File: src/rtl/fcd_pkg.sv
package fcd_pkg;
  localparam int BYTE_W = 8;

  localparam logic [BYTE_W-1:0] CMD_RESET   = 8'hF0;
  localparam logic [BYTE_W-1:0] CMD_UNLK1   = 8'hAA;
  localparam logic [BYTE_W-1:0] CMD_UNLK2   = 8'h55;
  localparam logic [BYTE_W-1:0] CMD_AUTOSEL = 8'h90;
  localparam logic [BYTE_W-1:0] CMD_PROG    = 8'hA0;
  localparam logic [BYTE_W-1:0] CMD_SETUP   = 8'h80;
  localparam logic [BYTE_W-1:0] CMD_CHIP    = 8'h10;
  localparam logic [BYTE_W-1:0] CMD_SECT    = 8'h30;

  typedef enum logic [2:0] {
    S_IDLE, S_U1, S_U2, S_PROG, S_E1, S_E2, S_E3
  } seq_e;

  typedef enum logic [2:0] {
    OP_NONE, OP_RESET, OP_AUTOSEL, OP_PROG, OP_CHIP, OP_SECT
  } op_e;
endpackage

File: src/rtl/fcd_wr_edge.sv
module fcd_wr_edge (
  input  logic clk,
  input  logic rst_n,
  input  logic cs,
  input  logic we,
  input  logic oe,
  input  logic lock,
  output logic wr_hit
);
  logic lvl;
  logic prev_q;
  logic prev_d;

  assign lvl    = cs & we & ~oe;
  assign wr_hit = lvl & ~prev_q & ~lock;
  assign prev_d = lvl;

  // prev resets high so a strobe held across reset release is not a new write
  always_ff @(posedge clk or negedge rst_n) begin
    if (!rst_n) prev_q <= 1'b1;
    else        prev_q <= prev_d;
  end
endmodule

File: src/rtl/fcd_addr_match.sv
module fcd_addr_match #(
  parameter int MATCH_W = 15,
  parameter int NKEYS   = 2,
  parameter logic [NKEYS*MATCH_W-1:0] KEYS = {15'h2AAA, 15'h5555}
) (
  input  logic [MATCH_W-1:0] addr,
  output logic [NKEYS-1:0]   hit
);
  for (genvar k = 0; k < NKEYS; k++) begin : g_key
    assign hit[k] = (addr == KEYS[k*MATCH_W +: MATCH_W]);
  end
endmodule

File: src/rtl/fcd_seq_fsm.sv
module fcd_seq_fsm
  import fcd_pkg::*;
#(
  parameter int ADDR_W = 19
) (
  input  logic              clk,
  input  logic              rst_n,
  input  logic              lock,
  input  logic              wr_hit,
  input  logic              at_a,
  input  logic              at_b,
  input  logic [ADDR_W-1:0] wr_addr,
  input  logic [BYTE_W-1:0] wr_data,
  output op_e               op_q,
  output logic [ADDR_W-1:0] addr_q,
  output logic [BYTE_W-1:0] data_q,
  output logic              mode_q
);
  seq_e              st_q, st_d;
  op_e               op_d;
  logic [ADDR_W-1:0] addr_d;
  logic [BYTE_W-1:0] data_d;
  logic              mode_d;

  always_comb begin
    st_d   = st_q;
    op_d   = OP_NONE;
    addr_d = addr_q;
    data_d = data_q;
    mode_d = mode_q;
    if (lock) begin
      st_d   = S_IDLE;
      mode_d = 1'b0;
    end else if (wr_hit) begin
      st_d = S_IDLE;
      if (st_q == S_PROG) begin
        op_d = OP_PROG;
      end else if (wr_data == CMD_RESET) begin
        op_d = OP_RESET;
      end else begin
        case (st_q)
          S_IDLE: if (at_a && wr_data == CMD_UNLK1) st_d = S_U1;
          S_U1:   if (at_b && wr_data == CMD_UNLK2) st_d = S_U2;
          S_U2: begin
            if (at_a) begin
              if (wr_data == CMD_AUTOSEL)   op_d = OP_AUTOSEL;
              else if (wr_data == CMD_PROG)  st_d = S_PROG;
              else if (wr_data == CMD_SETUP) st_d = S_E1;
            end
          end
          S_E1:   if (at_a && wr_data == CMD_UNLK1) st_d = S_E2;
          S_E2:   if (at_b && wr_data == CMD_UNLK2) st_d = S_E3;
          S_E3: begin
            if (at_a && wr_data == CMD_CHIP) op_d = OP_CHIP;
            else if (wr_data == CMD_SECT)    op_d = OP_SECT;
          end
          default: st_d = S_IDLE;
        endcase
      end
      if (op_d != OP_NONE) begin
        addr_d = wr_addr;
        data_d = wr_data;
      end
      if (op_d == OP_AUTOSEL)                     mode_d = 1'b1;
      else if (op_d != OP_NONE || st_d == S_IDLE) mode_d = 1'b0;
    end
  end

  always_ff @(posedge clk or negedge rst_n) begin
    if (!rst_n) begin
      st_q   <= S_IDLE;
      op_q   <= OP_NONE;
      addr_q <= '0;
      data_q <= '0;
      mode_q <= 1'b0;
    end else begin
      st_q   <= st_d;
      op_q   <= op_d;
      addr_q <= addr_d;
      data_q <= data_d;
      mode_q <= mode_d;
    end
  end
endmodule

File: src/rtl/flash_cmd_decoder.sv
module flash_cmd_decoder
  import fcd_pkg::*;
#(
  parameter int ADDR_W  = 19,
  parameter int MATCH_W = 15,
  parameter logic [MATCH_W-1:0] UNLK_ADDR_A = 15'h5555,
  parameter logic [MATCH_W-1:0] UNLK_ADDR_B = 15'h2AAA
) (
  input  logic              clk,
  input  logic              rst_n,
  input  logic              bus_cs,
  input  logic              bus_we,
  input  logic              bus_oe,
  input  logic [ADDR_W-1:0] bus_addr,
  input  logic [BYTE_W-1:0] bus_data,
  input  logic              vcc_low,
  output logic              op_reset,
  output logic              op_autosel,
  output logic              op_program,
  output logic              op_chip_erase,
  output logic              op_sector_erase,
  output logic [ADDR_W-1:0] op_addr,
  output logic [BYTE_W-1:0] op_data,
  output logic              mode_id
);
  localparam int NKEYS = 2;

  logic             wr_hit;
  logic [NKEYS-1:0] key_hit;
  op_e              op_q;

  fcd_wr_edge u_edge (
    .clk    (clk),
    .rst_n  (rst_n),
    .cs     (bus_cs),
    .we     (bus_we),
    .oe     (bus_oe),
    .lock   (vcc_low),
    .wr_hit (wr_hit)
  );

  fcd_addr_match #(
    .MATCH_W (MATCH_W),
    .NKEYS   (NKEYS),
    .KEYS    ({UNLK_ADDR_B, UNLK_ADDR_A})
  ) u_match (
    .addr (bus_addr[MATCH_W-1:0]),
    .hit  (key_hit)
  );

  fcd_seq_fsm #(.ADDR_W(ADDR_W)) u_fsm (
    .clk     (clk),
    .rst_n   (rst_n),
    .lock    (vcc_low),
    .wr_hit  (wr_hit),
    .at_a    (key_hit[0]),
    .at_b    (key_hit[1]),
    .wr_addr (bus_addr),
    .wr_data (bus_data),
    .op_q    (op_q),
    .addr_q  (op_addr),
    .data_q  (op_data),
    .mode_q  (mode_id)
  );

  assign op_reset        = (op_q == OP_RESET);
  assign op_autosel      = (op_q == OP_AUTOSEL);
  assign op_program      = (op_q == OP_PROG);
  assign op_chip_erase   = (op_q == OP_CHIP);
  assign op_sector_erase = (op_q == OP_SECT);
endmodule

File: config.mk
export PLATFORM = sky130hd
export DESIGN_NAME = flash_cmd_decoder
export DESIGN_NICKNAME = d
export VERILOG_FILES = /design/src/rtl/fcd_pkg.sv /design/src/rtl/fcd_wr_edge.sv /design/src/rtl/fcd_addr_match.sv /design/src/rtl/fcd_seq_fsm.sv /design/src/rtl/flash_cmd_decoder.sv
export SDC_FILE = /design/constraint.sdc
export NUM_CORES = 1
export LEC_CHECK = 0
export ABC_AREA = 1
export ABC_CLOCK_PERIOD_IN_PS = 1500
export BUFFER_PORTS_ARGS = -buffer_cell sky130_fd_sc_hd__clkbuf_2
export CAP_MARGIN = 5
export CORE_UTILIZATION = 25
export CTS_BUF_LIST = sky130_fd_sc_hd__clkbuf_2
export DETAILED_ROUTE_END_ITERATION = 10
export PLACE_DENSITY_LB_ADDON = 0.08
export REMOVE_ABC_BUFFERS = 1
export SLEW_MARGIN = 5
export SYNTH_ARGS = -nofsm -noshare
export SYNTH_HDL_FRONTEND = slang
export SYNTH_SLANG_ARGS = --single-unit
File: constraint.sdc
create_clock -name clk -period 1.5 [get_ports clk]
set_clock_uncertainty 0.15 [all_clocks]
set_input_delay 0.075 -clock clk [delete_from_list [all_inputs] [get_ports clk]]
set_output_delay 0.075 -clock clk [all_outputs]
set_load 0.05 [all_outputs]
## Word-level counts from Yosys, hierarchy flattened

Index checks and enable logic that the tools add are counted.

| storage, ports and cells | value |
|---|---|
| register bits | 35 |
| bits in latches | 0 |
| memory bits (writable) | 0 |
| memory bits (read-only) | 0 |
| bits of input ports | 33 |
| word-level logic and storage cells | 76 |
| memories kept | 0 |

| operators by class | value |
|---|---|
| add/subtract/negate cells | 0 |
| multiply operators | 0 |
| divide/modulo/power cells | 0 |
| $lt $le $gt $ge | 0 |
| equal/unequal tests | 22 |
| shift-type cells | 0 |
| multiplexer cells | 30 |
| bitwise logic cells | 7 |
| reduce and logical (&&, ||, !) cells | 11 |

Operator list:

| operator | count |
|---|---|
| $mux W3 | 21 |
| $eq A8 B8 Y1 const B | 5 |
| $eq A15 B14 Y1 const B | 1 |
| $eq A15 B15 Y1 const B | 1 |
| $eq A3 B2 Y1 const B | 5 |
| $eq A3 B3 Y1 const B | 5 |
| $pmux W3 S5 | 1 |
| $eq A8 B5 Y1 const B | 1 |
| $eq A8 B6 Y1 const B | 1 |
| $eq A8 B7 Y1 const B | 1 |
| $eq A3 B1 Y1 const B | 2 |
| $logic_not A3 Y1 | 2 |
| $pmux W3 S2 | 1 |
| $reduce_bool A3 Y1 | 2 |
| $mux W1 | 5 |
| $and A1 B1 Y1 | 4 |
| $mux W2 | 2 |
| $logic_and A1 B1 Y1 | 3 |
| $not A1 Y1 | 3 |
| $reduce_and A3 Y1 | 1 |
| $reduce_and A2 Y1 | 1 |
| $reduce_bool A2 Y1 | 1 |
| $logic_or A1 B1 Y1 | 1 |

## Logic depth before layout (Yosys ltp)

Gate-level depths: netlist of run 1.

| depth | value |
|---|---|
| depth after elaboration | 16 |
| mapped depth | 13 |
| gate-level depth less buffers | 13 |

## Hierarchy

A second synthesis of run 1 with hierarchy kept.

| unflattened totals | value |
|---|---|
| cells, all modules | 265 |
| area total of the unflattened synthesis | 2040.7 sq um |

By module, submodules not included:

| module | times used | cells each | area an instance (sq um) | sequential area each (sq um) |
|---|---|---|---|---|
| fcd_seq_fsm | 1 | 210 | 1795.5 | 850.8 |
| fcd_addr_match | 1 | 36 | 140.1 | 0.0 |
| fcd_wr_edge | 1 | 8 | 61.3 | 26.3 |
| flash_cmd_decoder | 1 | 11 | 43.8 | 0.0 |

## Worst setup path before layout of run 1

No wires, ideal clock.

| path | value |
|---|---|
| path kind | register to output |
| from | reg u_fsm.op_q[2] |
| to | out op_sector_erase |
| data arrival time | 1.495 ns |
| setup slack | -0.220 ns |
| stages on the path, launching flop included | 3 |
| cells stage by stage | dfrtp_1 -> inv_1 -> nor3_1 |

| on the way | value |
|---|---|
| longest elaborated chain between the ends | 1 |

RTL lines:

| element | RTL line | source |
|---|---|---|
| start, declared | fcd_seq_fsm.sv:14 | `output op_e op_q,` |
| start signal, assigned | fcd_seq_fsm.sv:78 | `op_q <= op_d;` |
| $eq A3 B3 Y1 | flash_cmd_decoder.sv:70 | `assign op_sector_erase = (op_q == OP_SECT);` |
| end, declared | flash_cmd_decoder.sv:21 | `output logic op_sector_erase,` |

Every way passes these cells.

## Final worst setup path of run 1

| path | value |
|---|---|
| from | reg u_fsm.st_q[1] |
| to | reg u_fsm.data_q[6] |

| on the way | value |
|---|---|
| longest elaborated chain between the ends | 8 |

RTL lines:

| element | RTL line | source |
|---|---|---|
| start, declared | fcd_seq_fsm.sv:19 | `seq_e st_q, st_d;` |
| start signal, assigned | fcd_seq_fsm.sv:77 | `st_q <= st_d;` |
| $eq A3 B3 Y1 / $eq A3 B2 Y1 (equally long branches) | fcd_seq_fsm.sv:41 | `case (st_q)` |
| $pmux W3 S2 | fcd_seq_fsm.sv:41 |  |
| $mux W3 | fcd_seq_fsm.sv:38 | `end else if (wr_data == CMD_RESET) begin` |
| $mux W3 (*) | fcd_seq_fsm.sv:36 | `if (st_q == S_PROG) begin` |
| $mux W3 (*) | fcd_seq_fsm.sv:34 | `end else if (wr_hit) begin` |
| $mux W3 (*) | fcd_seq_fsm.sv:31 | `if (lock) begin` |
| $reduce_bool A3 Y1 (*) | fcd_seq_fsm.sv:60 | `if (op_d != OP_NONE) begin` |
| $reduce_and A3 Y1 (no source line) (*) | n/a |  |
| end signal, assigned | fcd_seq_fsm.sv:80 | `data_q <= data_d;` |
| end, declared | fcd_seq_fsm.sv:16 | `output logic [BYTE_W-1:0] data_q,` |

Mark *: on every way between the ends. The rest lies on a longest branch, timed or not. The select of a mux whose other input is x is not followed.
A chain may end at the register's enable or synchronous reset.

==> results of run 1 <==
## sequential cells by signal (all words and copies together) (netlist names)
signal	count
u_edge.prev_q	1
u_fsm.addr_q	19
u_fsm.data_q	8
u_fsm.mode_q	1
u_fsm.op_q	3
u_fsm.st_q	3
## timing repair
action | 4_1_cts | 5_1_grt
buffers inserted | 12 | 6
hold buffers | 30 | 1
gates cloned | 1 | 0
gates resized for setup | 33 | 39
pin swaps | 22 | 10
setup endpoints to repair | 39 | 39
endpoints found under the hold margin | 67 | 4
## critical path, cell delays in order (launching register included)
cell                      delay (ns)
sky130_fd_sc_hd__dfrtp_1        0.44
sky130_fd_sc_hd__inv_2          0.07
sky130_fd_sc_hd__buf_4          0.14
sky130_fd_sc_hd__nor3_4         0.13
sky130_fd_sc_hd__nand3_2        0.11
sky130_fd_sc_hd__nand2_2        0.08
sky130_fd_sc_hd__nor2_2         0.05
sky130_fd_sc_hd__nand2_4        0.10
sky130_fd_sc_hd__nand2_8        0.09
sky130_fd_sc_hd__buf_12         0.16
sky130_fd_sc_hd__nand2_2        0.06
sky130_fd_sc_hd__o21ai_2        0.04
## Yosys cell counts (2+ instances only)
cell | instances | area share, %
sky130_fd_sc_hd__inv_1 | 27 | 5.2
sky130_fd_sc_hd__nand4_1 | 2 | 0.65
sky130_fd_sc_hd__nand2_4 | 2 | 1.2
sky130_fd_sc_hd__buf_4 | 2 | 0.78
sky130_fd_sc_hd__buf_6 | 3 | 1.7
sky130_fd_sc_hd__o21ai_0 | 3 | 0.78
sky130_fd_sc_hd__dfrtp_1 | 34 | 44
sky130_fd_sc_hd__o21ai_2 | 13 | 5.9
sky130_fd_sc_hd__inv_2 | 4 | 0.78
sky130_fd_sc_hd__nand2_1 | 64 | 12
sky130_fd_sc_hd__nand2_2 | 14 | 4.5
sky130_fd_sc_hd__a21oi_1 | 2 | 0.52
sky130_fd_sc_hd__nor2_1 | 28 | 5.4
sky130_fd_sc_hd__nor2_2 | 5 | 1.6
sky130_fd_sc_hd__nor2_4 | 3 | 1.7
sky130_fd_sc_hd__nor3_1 | 8 | 2.1
sky130_fd_sc_hd__nand3_1 | 29 | 7.5
## final cells by class
cell class	instances	area (um2)	area share [%]
timing repair buffer	153	1190	34.3
clock buffer	5	25.0	0.720
sequential	35	880	25.3
tap	99	124	3.56
multi-input combinational	177	1070	30.8
clock inverter	3	67.6	1.94
inverter	31	116	3.35
## power groups by stage
stage	combinational [mW]	sequential, mW	clock [mW]
CTS	0.320	0.962	0.836
global route	0.356	0.964	0.890
floorplan	0.0646	1.01	0
finish	0.321	0.962	0.815
global placement	0.248	0.977	0
detailed placement	0.248	0.977	0
## routing by layer
| layer | vias to the layer above | wire length, um | share of wire, % | GRT usage [%] |
|---|---|---|---|---|
| li1 | 1099 | - | - | - |
| met1 | 982 | 2740 | 47 | 19.1 |
| met2 | 38 | 2830 | 48 | 26.3 |
| met3 | 7 | 210 | 3.6 | 3.05 |
| met4 | 0 | 68 | 1.2 | 4.84 |
| met5 | - | 0 | 0 | 0 |
## cell families after synthesis
logic type,Yosys count,share of synthesized area [%]
flip-flops,35,45.3
buffers and inverters,37,8.80
AND/OR/NAND/NOR,157,38.0
AO/OA/AOI/OAI,20,7.89
## through the flow
| stage | worst slack (ns) | total power, mW |
|---|---|---|
| after floorplan | -0.342 | 1.07 |
| after global placement | -0.204 | 1.22 |
| after detailed placement | -0.215 | 1.22 |
| after CTS | -0.188 | 2.12 |
| after global routing | -0.302 | 2.21 |
| final | -0.213 | 2.10 |
## worst max path at each step
stage	from	end	slack (ns)	depth (start not counted)
floorplan	u_edge.prev_q$_DFF_PN1_	u_fsm.addr_q[0]$_DFFE_PN0P_	-0.34	6
global placement	u_fsm.st_q[1]$_DFFE_PN0P_	u_fsm.data_q[5]$_DFFE_PN0P_	-0.20	10
detailed placement	u_fsm.st_q[1]$_DFFE_PN0P_	u_fsm.addr_q[1]$_DFFE_PN0P_	-0.22	10
CTS	u_fsm.st_q[1]$_DFFE_PN0P_	u_fsm.mode_q$_DFFE_PN0P_	-0.19	12
global route	u_fsm.st_q[1]$_DFFE_PN0P_	u_fsm.addr_q[1]$_DFFE_PN0P_	-0.30	11
finish	u_fsm.st_q[1]$_DFFE_PN0P_	u_fsm.data_q[6]$_DFFE_PN0P_	-0.21	11
==> metrics.txt, run 1 <==
# TYPE chip_impl_metric gauge
chip_impl_info{name="run_status",value="finished, violations left"} 1
chip_impl_info{name="violated_checks",value="setup timing"} 1
chip_impl_metric{name="ys_warn_count",unit=""} 0
chip_impl_metric{name="cp_data_arrival_time",unit="ns"} 1.87
chip_impl_metric{name="detail_route.drc_violations",unit=""} 0
chip_impl_metric{name="dpl-instance-area",unit="um2"} 2670
chip_impl_metric{name="fin_ws",unit="ns"} -0.213
chip_impl_info{name="synth_flop_cell",value="sky130_fd_sc_hd__dfrtp_1"} 1
chip_impl_metric{name="power_frac_clock",unit="%"} 38.9
chip_impl_metric{name="worst_skew_pair.late_latency",unit="ns"} 0.39
chip_impl_metric{name="synth_area",unit="um2"} 1930
chip_impl_metric{name="whs_path_cells",unit=""} 7
chip_impl_info{name="cts-root-buf",value="sky130_fd_sc_hd__clkbuf_2"} 1
chip_impl_metric{name="drive_gt1_share",unit="%"} 52.5
chip_impl_metric{name="path_max_fanout",unit=""} 15
chip_impl_metric{name="dieArea",unit="um2"} 8090
chip_impl_metric{name="final.fill_count",unit=""} 788
chip_impl_info{name="most_used_cells_in_the_layout_excluding_fill_and_tap_cells",value="sky130_fd_sc_hd__clkbuf_2 (65), sky130_fd_sc_hd__nand2_1 (52), sky130_fd_sc_hd__buf_4 (46)"} 1
chip_impl_metric{name="first_global_vias",unit=""} 2133
chip_impl_metric{name="crit_required",unit="ns"} 1.66
chip_impl_metric{name="dp_hpwl",unit="um"} 4160
chip_impl_metric{name="ys_ff_latch",unit=""} 35
chip_impl_metric{name="seqPwrFrac",unit="%"} 45.9
chip_impl_metric{name="clk_path_buf_depth",unit=""} 2
chip_impl_metric{name="vdd_ir_drop_max",unit="mV"} 0.391
chip_impl_metric{name="path_clk_slew",unit="ns"} 0.21
chip_impl_metric{name="post-route-util",unit="%"} 47.2
chip_impl_metric{name="fmaxAchievable",unit="MHz"} 584
chip_impl_info{name="criticalPathCategory",value="flop to flop"} 1
chip_impl_metric{name="p_leak",unit="nW"} 1.78
chip_impl_metric{name="htreeDepth",unit=""} 2
chip_impl_info{name="worstReg2RegStart",value="u_fsm.st_q[1]$_DFFE_PN0P_"} 1
chip_impl_metric{name="cap_viol_max_count",unit=""} 0
chip_impl_metric{name="top_level_ports",unit=""} 66
chip_impl_metric{name="synth_edf_count",unit=""} 0
chip_impl_metric{name="layout.cells.non_filler",unit=""} 503
chip_impl_metric{name="route.detailed.vias_per_inst",unit=""} 4.23
chip_impl_metric{name="syn_to_final_growth",unit="%"} 79.7
chip_impl_metric{name="die_width",unit="um"} 90.0
chip_impl_info{name="worstReg2RegEnd",value="u_fsm.data_q[6]$_DFFE_PN0P_"} 1
chip_impl_metric{name="numCtsBuffers",unit=""} 5
chip_impl_metric{name="timing_worst_slew_pin_value",unit="ns"} 0.471
chip_impl_metric{name="wl_per_cell",unit="um"} 11.6
chip_impl_info{name="hold_start",value="bus_oe"} 1
chip_impl_metric{name="die_y",unit="um"} 90.0
chip_impl_metric{name="design_area",unit="um2"} 3480
chip_impl_metric{name="n_antenna_cell",unit=""} 0
chip_impl_metric{name="final_period_minus_worst_setup_slack",unit="ns"} 1.71
chip_impl_metric{name="final_net_count",unit=""} 436
chip_impl_metric{name="worst-r2r-setup-slack",unit="ns"} -0.21
chip_impl_metric{name="tritoncts_num_sinks",unit=""} 35
chip_impl_metric{name="synthArstFlopShare",unit="%"} 100
chip_impl_metric{name="initial_utilization",unit="%"} 26.2
chip_impl_info{name="layout.cells.most_common",value="sky130_fd_sc_hd__clkbuf_2"} 1
chip_impl_metric{name="remaining_overflow_grt",unit=""} 0
chip_impl_metric{name="std_cell_rows",unit=""} 31
chip_impl_metric{name="routed-via-count",unit=""} 2126
chip_impl_metric{name="numPortBuffers",unit=""} 65
chip_impl_metric{name="antenna_nets_post_route",unit=""} 0
chip_impl_metric{name="slew_violations",unit=""} 0
chip_impl_metric{name="place.detailed.instances",unit=""} 447
chip_impl_metric{name="worst_slew_margin_relative_to_its_limit",unit="%"} 68.6
chip_impl_info{name="cp-start-kind",value="flop"} 1
chip_impl_metric{name="detailedRoute.firstIterationViolations",unit=""} 62
chip_impl_metric{name="place.gp.congestion",unit=""} 0.854
chip_impl_metric{name="track_usage",unit="%"} 15.3
chip_impl_metric{name="core_area",unit="um2"} 7370
chip_impl_info{name="hold_path_end",value="u_fsm.mode_q$_DFFE_PN0P_"} 1
chip_impl_metric{name="yosysUniqueCellTypes",unit=""} 23
chip_impl_metric{name="internal-power",unit="mW"} 1.56
chip_impl_metric{name="drt_first_pass_iters",unit=""} 4
chip_impl_metric{name="swShare",unit="%"} 25.7
chip_impl_metric{name="finalCritPeriodShare",unit="%"} 114
chip_impl_metric{name="grt_max_degree",unit=""} 36
chip_impl_metric{name="cellPowerDensity",unit="nW/um2"} 604
chip_impl_metric{name="timing.hold.ws",unit="ns"} 0.0162
chip_impl_metric{name="switch_pwr",unit="mW"} 0.539
chip_impl_metric{name="relative_contribution_of_combinational_cells_to_total_power",unit="%"} 15.3
chip_impl_info{name="critical_path.endpoint_type",value="flop"} 1
chip_impl_metric{name="routed_wl",unit="um"} 5850
chip_impl_metric{name="setup_violation_total_in_the_final_timing_report",unit=""} 36
chip_impl_metric{name="initial_antenna_violation_count",unit=""} 0
chip_impl_metric{name="synth_seq_area_share",unit="%"} 45.3
chip_impl_info{name="min_delay_worst_type",value="input pin to flop"} 1
chip_impl_metric{name="rr_worst_depth",unit=""} 11
chip_impl_metric{name="instance_count_of_the_mapped_netlist",unit=""} 249
chip_impl_metric{name="finalHoldViolCount",unit=""} 0
chip_impl_metric{name="syn_avg_cell_area",unit="um2"} 7.77
chip_impl_metric{name="setup_total_negative_slack",unit="ns"} -5.49
chip_impl_info{name="rsz0062_at_grt",value="yes"} 1
chip_impl_metric{name="first_pass_grt_wire_length",unit="um"} 9850
chip_impl_info{name="tritoncts_clock_tree",value="yes"} 1
(Power assumes the default switching activity.)
==> inputs of run 2 (changes only) <==
--- a/config.mk
+++ b/config.mk
@@ -11,2 +11,4 @@
 export CAP_MARGIN = 5
+export CELL_PAD_IN_SITES_DETAIL_PLACEMENT = 0
+export CELL_PAD_IN_SITES_GLOBAL_PLACEMENT = 2
 export CORE_UTILIZATION = 25
@@ -16,2 +18,3 @@
 export REMOVE_ABC_BUFFERS = 1
+export SKIP_CTS_REPAIR_TIMING = 1
 export SLEW_MARGIN = 5
--- a/constraint.sdc
+++ b/constraint.sdc
@@ -4,2 +4,2 @@
 set_output_delay 0.075 -clock clk [all_outputs]
-set_load 0.05 [all_outputs]
+set_load 0.1 [all_outputs]
==> run 2 against run 1 <==
The run still ends with setup timing left. Die area did not move. Core utilization up 0.41 points. Flip-flop and latch count did not move. Maximum frequency fell by 5.4%. Clock power is 43% lower. Wire length rose by 2.7%. Hold slack worse by 0.014 ns. Via count down 3.9%. Global-route usage is 1.4 points lower. Count of clock-buffer cells in the layout is 1 higher. Final cell count fell by 1.4%. Power fell by 15%. Largest cell class unchanged. Highest routed layer unchanged.
==> metrics.txt, run 2 (synthesis results as in run 1) <==
# TYPE chip_impl_metric gauge
chip_impl_metric{name="fmaxAchievable",unit="MHz"} 552
chip_impl_metric{name="numCtsBuffers",unit=""} 5
chip_impl_metric{name="clk_path_buf_depth",unit=""} 2
chip_impl_metric{name="swShare",unit="%"} 30.8
chip_impl_info{name="tritoncts_clock_tree",value="yes"} 1
chip_impl_metric{name="drive_gt1_share",unit="%"} 52.1
chip_impl_info{name="criticalPathCategory",value="flop to flop"} 1
chip_impl_metric{name="seqPwrFrac",unit="%"} 54.1
chip_impl_metric{name="multiInputGateArea",unit="um2"} 1110
chip_impl_metric{name="die_y",unit="um"} 90.0
chip_impl_metric{name="cp_data_arrival_time",unit="ns"} 1.95
chip_impl_metric{name="final_net_count",unit=""} 429
chip_impl_info{name="most_used_cells_in_the_layout_excluding_fill_and_tap_cells",value="sky130_fd_sc_hd__buf_4 (44), sky130_fd_sc_hd__nand2_1 (39), sky130_fd_sc_hd__clkbuf_2 (38)"} 1
chip_impl_metric{name="path_max_fanout",unit=""} 9
chip_impl_info{name="cp-start-kind",value="flop"} 1
chip_impl_metric{name="first_global_vias",unit=""} 1872
chip_impl_info{name="violated_checks",value="setup timing"} 1
chip_impl_metric{name="finalCritPeriodShare",unit="%"} 121
chip_impl_metric{name="syn_to_final_growth",unit="%"} 81.2
chip_impl_metric{name="final.fill_count",unit=""} 779
chip_impl_metric{name="power_frac_clock",unit="%"} 26.2
chip_impl_metric{name="dpl-instance-area",unit="um2"} 2720
chip_impl_metric{name="design_area",unit="um2"} 3510
chip_impl_metric{name="internal-power",unit="mW"} 1.23
chip_impl_metric{name="routed_wl",unit="um"} 6000
chip_impl_metric{name="core_area",unit="um2"} 7370
chip_impl_metric{name="largest_register_ffs",unit=""} 19
chip_impl_info{name="cts-root-buf",value="sky130_fd_sc_hd__clkbuf_2"} 1
chip_impl_metric{name="remaining_overflow_grt",unit=""} 0
chip_impl_info{name="run_status",value="finished, violations left"} 1
chip_impl_info{name="min_delay_worst_type",value="input pin to flop"} 1
chip_impl_metric{name="timing_worst_slew_pin_value",unit="ns"} 0.486
chip_impl_metric{name="vdd_ir_drop_max",unit="mV"} 0.322
chip_impl_metric{name="fin_ws",unit="ns"} -0.310
chip_impl_metric{name="numPortBuffers",unit=""} 65
chip_impl_metric{name="report.power.total",unit="mW"} 1.78
chip_impl_metric{name="worst_skew_pair.late_latency",unit="ns"} 0.40
chip_impl_metric{name="detailedRoute.firstIterationViolations",unit=""} 91
chip_impl_metric{name="dieArea",unit="um2"} 8090
chip_impl_metric{name="route.detailed.vias_per_inst",unit=""} 4.12
chip_impl_metric{name="initial_utilization",unit="%"} 26.2
chip_impl_metric{name="worst_slew_margin_relative_to_its_limit",unit="%"} 67.8
chip_impl_metric{name="tritoncts_num_sinks",unit=""} 35
chip_impl_metric{name="path_clk_slew",unit="ns"} 0.22
chip_impl_metric{name="place.gp.congestion",unit=""} 0.820
chip_impl_metric{name="initial_antenna_violation_count",unit=""} 0
chip_impl_metric{name="drt_first_pass_iters",unit=""} 4
chip_impl_metric{name="placement.setup.worst_slack",unit="ns"} -0.229
chip_impl_metric{name="antenna_nets_post_route",unit=""} 0
chip_impl_metric{name="relative_contribution_of_combinational_cells_to_total_power",unit="%"} 19.7
chip_impl_metric{name="cap_viol_max_count",unit=""} 0
chip_impl_metric{name="slew_violations",unit=""} 0
chip_impl_metric{name="crit_required",unit="ns"} 1.64
chip_impl_metric{name="track_usage",unit="%"} 13.8
chip_impl_metric{name="area.sequential",unit="um2"} 881
chip_impl_metric{name="routed-via-count",unit=""} 2044
chip_impl_metric{name="setup_violation_total_in_the_final_timing_report",unit=""} 39
chip_impl_metric{name="die_width",unit="um"} 90.0
chip_impl_metric{name="top_level_ports",unit=""} 66
chip_impl_metric{name="dp_hpwl",unit="um"} 4290
chip_impl_metric{name="grt_max_degree",unit=""} 36
chip_impl_metric{name="switch_pwr",unit="mW"} 0.548
chip_impl_metric{name="wl_per_cell",unit="um"} 12.1
chip_impl_metric{name="detail_route.drc_violations",unit=""} 0
chip_impl_info{name="top_regs",value="u_fsm.addr_q x19, u_fsm.data_q x8"} 1
chip_impl_metric{name="finalHoldViolCount",unit=""} 0
chip_impl_info{name="critical_path.endpoint_type",value="flop"} 1
chip_impl_info{name="layout.cells.most_common",value="sky130_fd_sc_hd__buf_4"} 1
chip_impl_info{name="max_flop_register",value="u_fsm.addr_q"} 1
chip_impl_metric{name="p_leak",unit="nW"} 1.74
chip_impl_metric{name="timing.hold.ws",unit="ns"} 0.00225
chip_impl_metric{name="setup_total_negative_slack",unit="ns"} -8.40
chip_impl_metric{name="n_antenna_cell",unit=""} 0
chip_impl_metric{name="std_cell_rows",unit=""} 31
chip_impl_metric{name="final_period_minus_worst_setup_slack",unit="ns"} 1.81
chip_impl_info{name="rsz0062_at_grt",value="yes"} 1
chip_impl_metric{name="cellPowerDensity",unit="nW/um2"} 507
chip_impl_metric{name="first_pass_grt_wire_length",unit="um"} 8850
chip_impl_metric{name="htreeDepth",unit=""} 2
==> run 2: cell count changes in the layout (fill, tap and decap cells not counted), sizes merged <==
cell         change
clkbuf           -8
clkinv           +1
dlygate4sd3      +2
bufinv           -2
==> run 2: power by group through the flow <==
stage	clock, mW	sequential, mW	combinational, mW
after global routing	0.529	0.964	0.382
after CTS	0.502	0.961	0.279
final	0.466	0.962	0.350
after floorplan	0	1.04	0.0648
after detailed placement	0	0.977	0.278
after global placement	0	0.977	0.279
==> run 2: worst paths after layout <==
kind	start	endpoint	slack (ns)	cells past startpoint
worst max register to register	u_fsm.st_q[2]$_DFFE_PN0P_	u_fsm.addr_q[5]$_DFFE_PN0P_	-0.31	11
worst max-delay path	u_fsm.st_q[2]$_DFFE_PN0P_	u_fsm.addr_q[5]$_DFFE_PN0P_	-0.31	11
min in group asynchronous	rst_n	u_fsm.addr_q[4]$_DFFE_PN0P_	0.07	3
max in group asynchronous	rst_n	u_fsm.op_q[1]$_DFF_PN0_	0.76	3
worst min-delay path	bus_data[6]	u_fsm.op_q[2]$_DFF_PN0_	0.002	6
worst min register to register	u_fsm.addr_q[18]$_DFFE_PN0P_	u_fsm.addr_q[18]$_DFFE_PN0P_	0.34	2
==> run 2: per-layer routing <==
metal / part of all wire (%) / track usage [%] / up-vias / wire, um
met2: 48 / 22.9 / 45 / 2880
met1: 47 / 18.4 / 919 / 2840
li1: - / - / 1075 / -
met3: 4.0 / 2.96 / 5 / 240
met5: 0 / 0 / - / 0
met4: 0.85 / 3.23 / 0 / 51
==> run 2: final cells by class <==
| cell class | count | area share (%) |
|---|---|---|
| Clock buffer | 6 | 0.857 |
| Inverter | 31 | 3.39 |
| Timing Repair Buffer | 146 | 35.0 |
| Sequential cell | 35 | 25.1 |
| Multi-Input combinational cell | 177 | 31.8 |
| Clock inverter | 2 | 0.357 |
| Tap cell | 99 | 3.53 |
==> run 2: per-stage QoR <==
stage          std cells  utilization [%]
4_1_cts              452             37.4
2_1_floorplan        243                -
5_1_grt              496             47.6
3_3_place_gp         444             36.8
6_report             496             47.6
3_5_place_dp         444             36.8
==> run 2: critical path, stage by stage (launching register included) <==
cell	delay, ns
sky130_fd_sc_hd__dfrtp_1	0.43
sky130_fd_sc_hd__inv_2	0.06
sky130_fd_sc_hd__buf_6	0.12
sky130_fd_sc_hd__nor3_4	0.19
sky130_fd_sc_hd__nand3_2	0.13
sky130_fd_sc_hd__nand2_2	0.11
sky130_fd_sc_hd__nor2_4	0.04
sky130_fd_sc_hd__nand2_4	0.09
sky130_fd_sc_hd__nand2_8	0.10
sky130_fd_sc_hd__clkbuf_16	0.19
sky130_fd_sc_hd__nand2_2	0.06
sky130_fd_sc_hd__o21ai_2	0.05
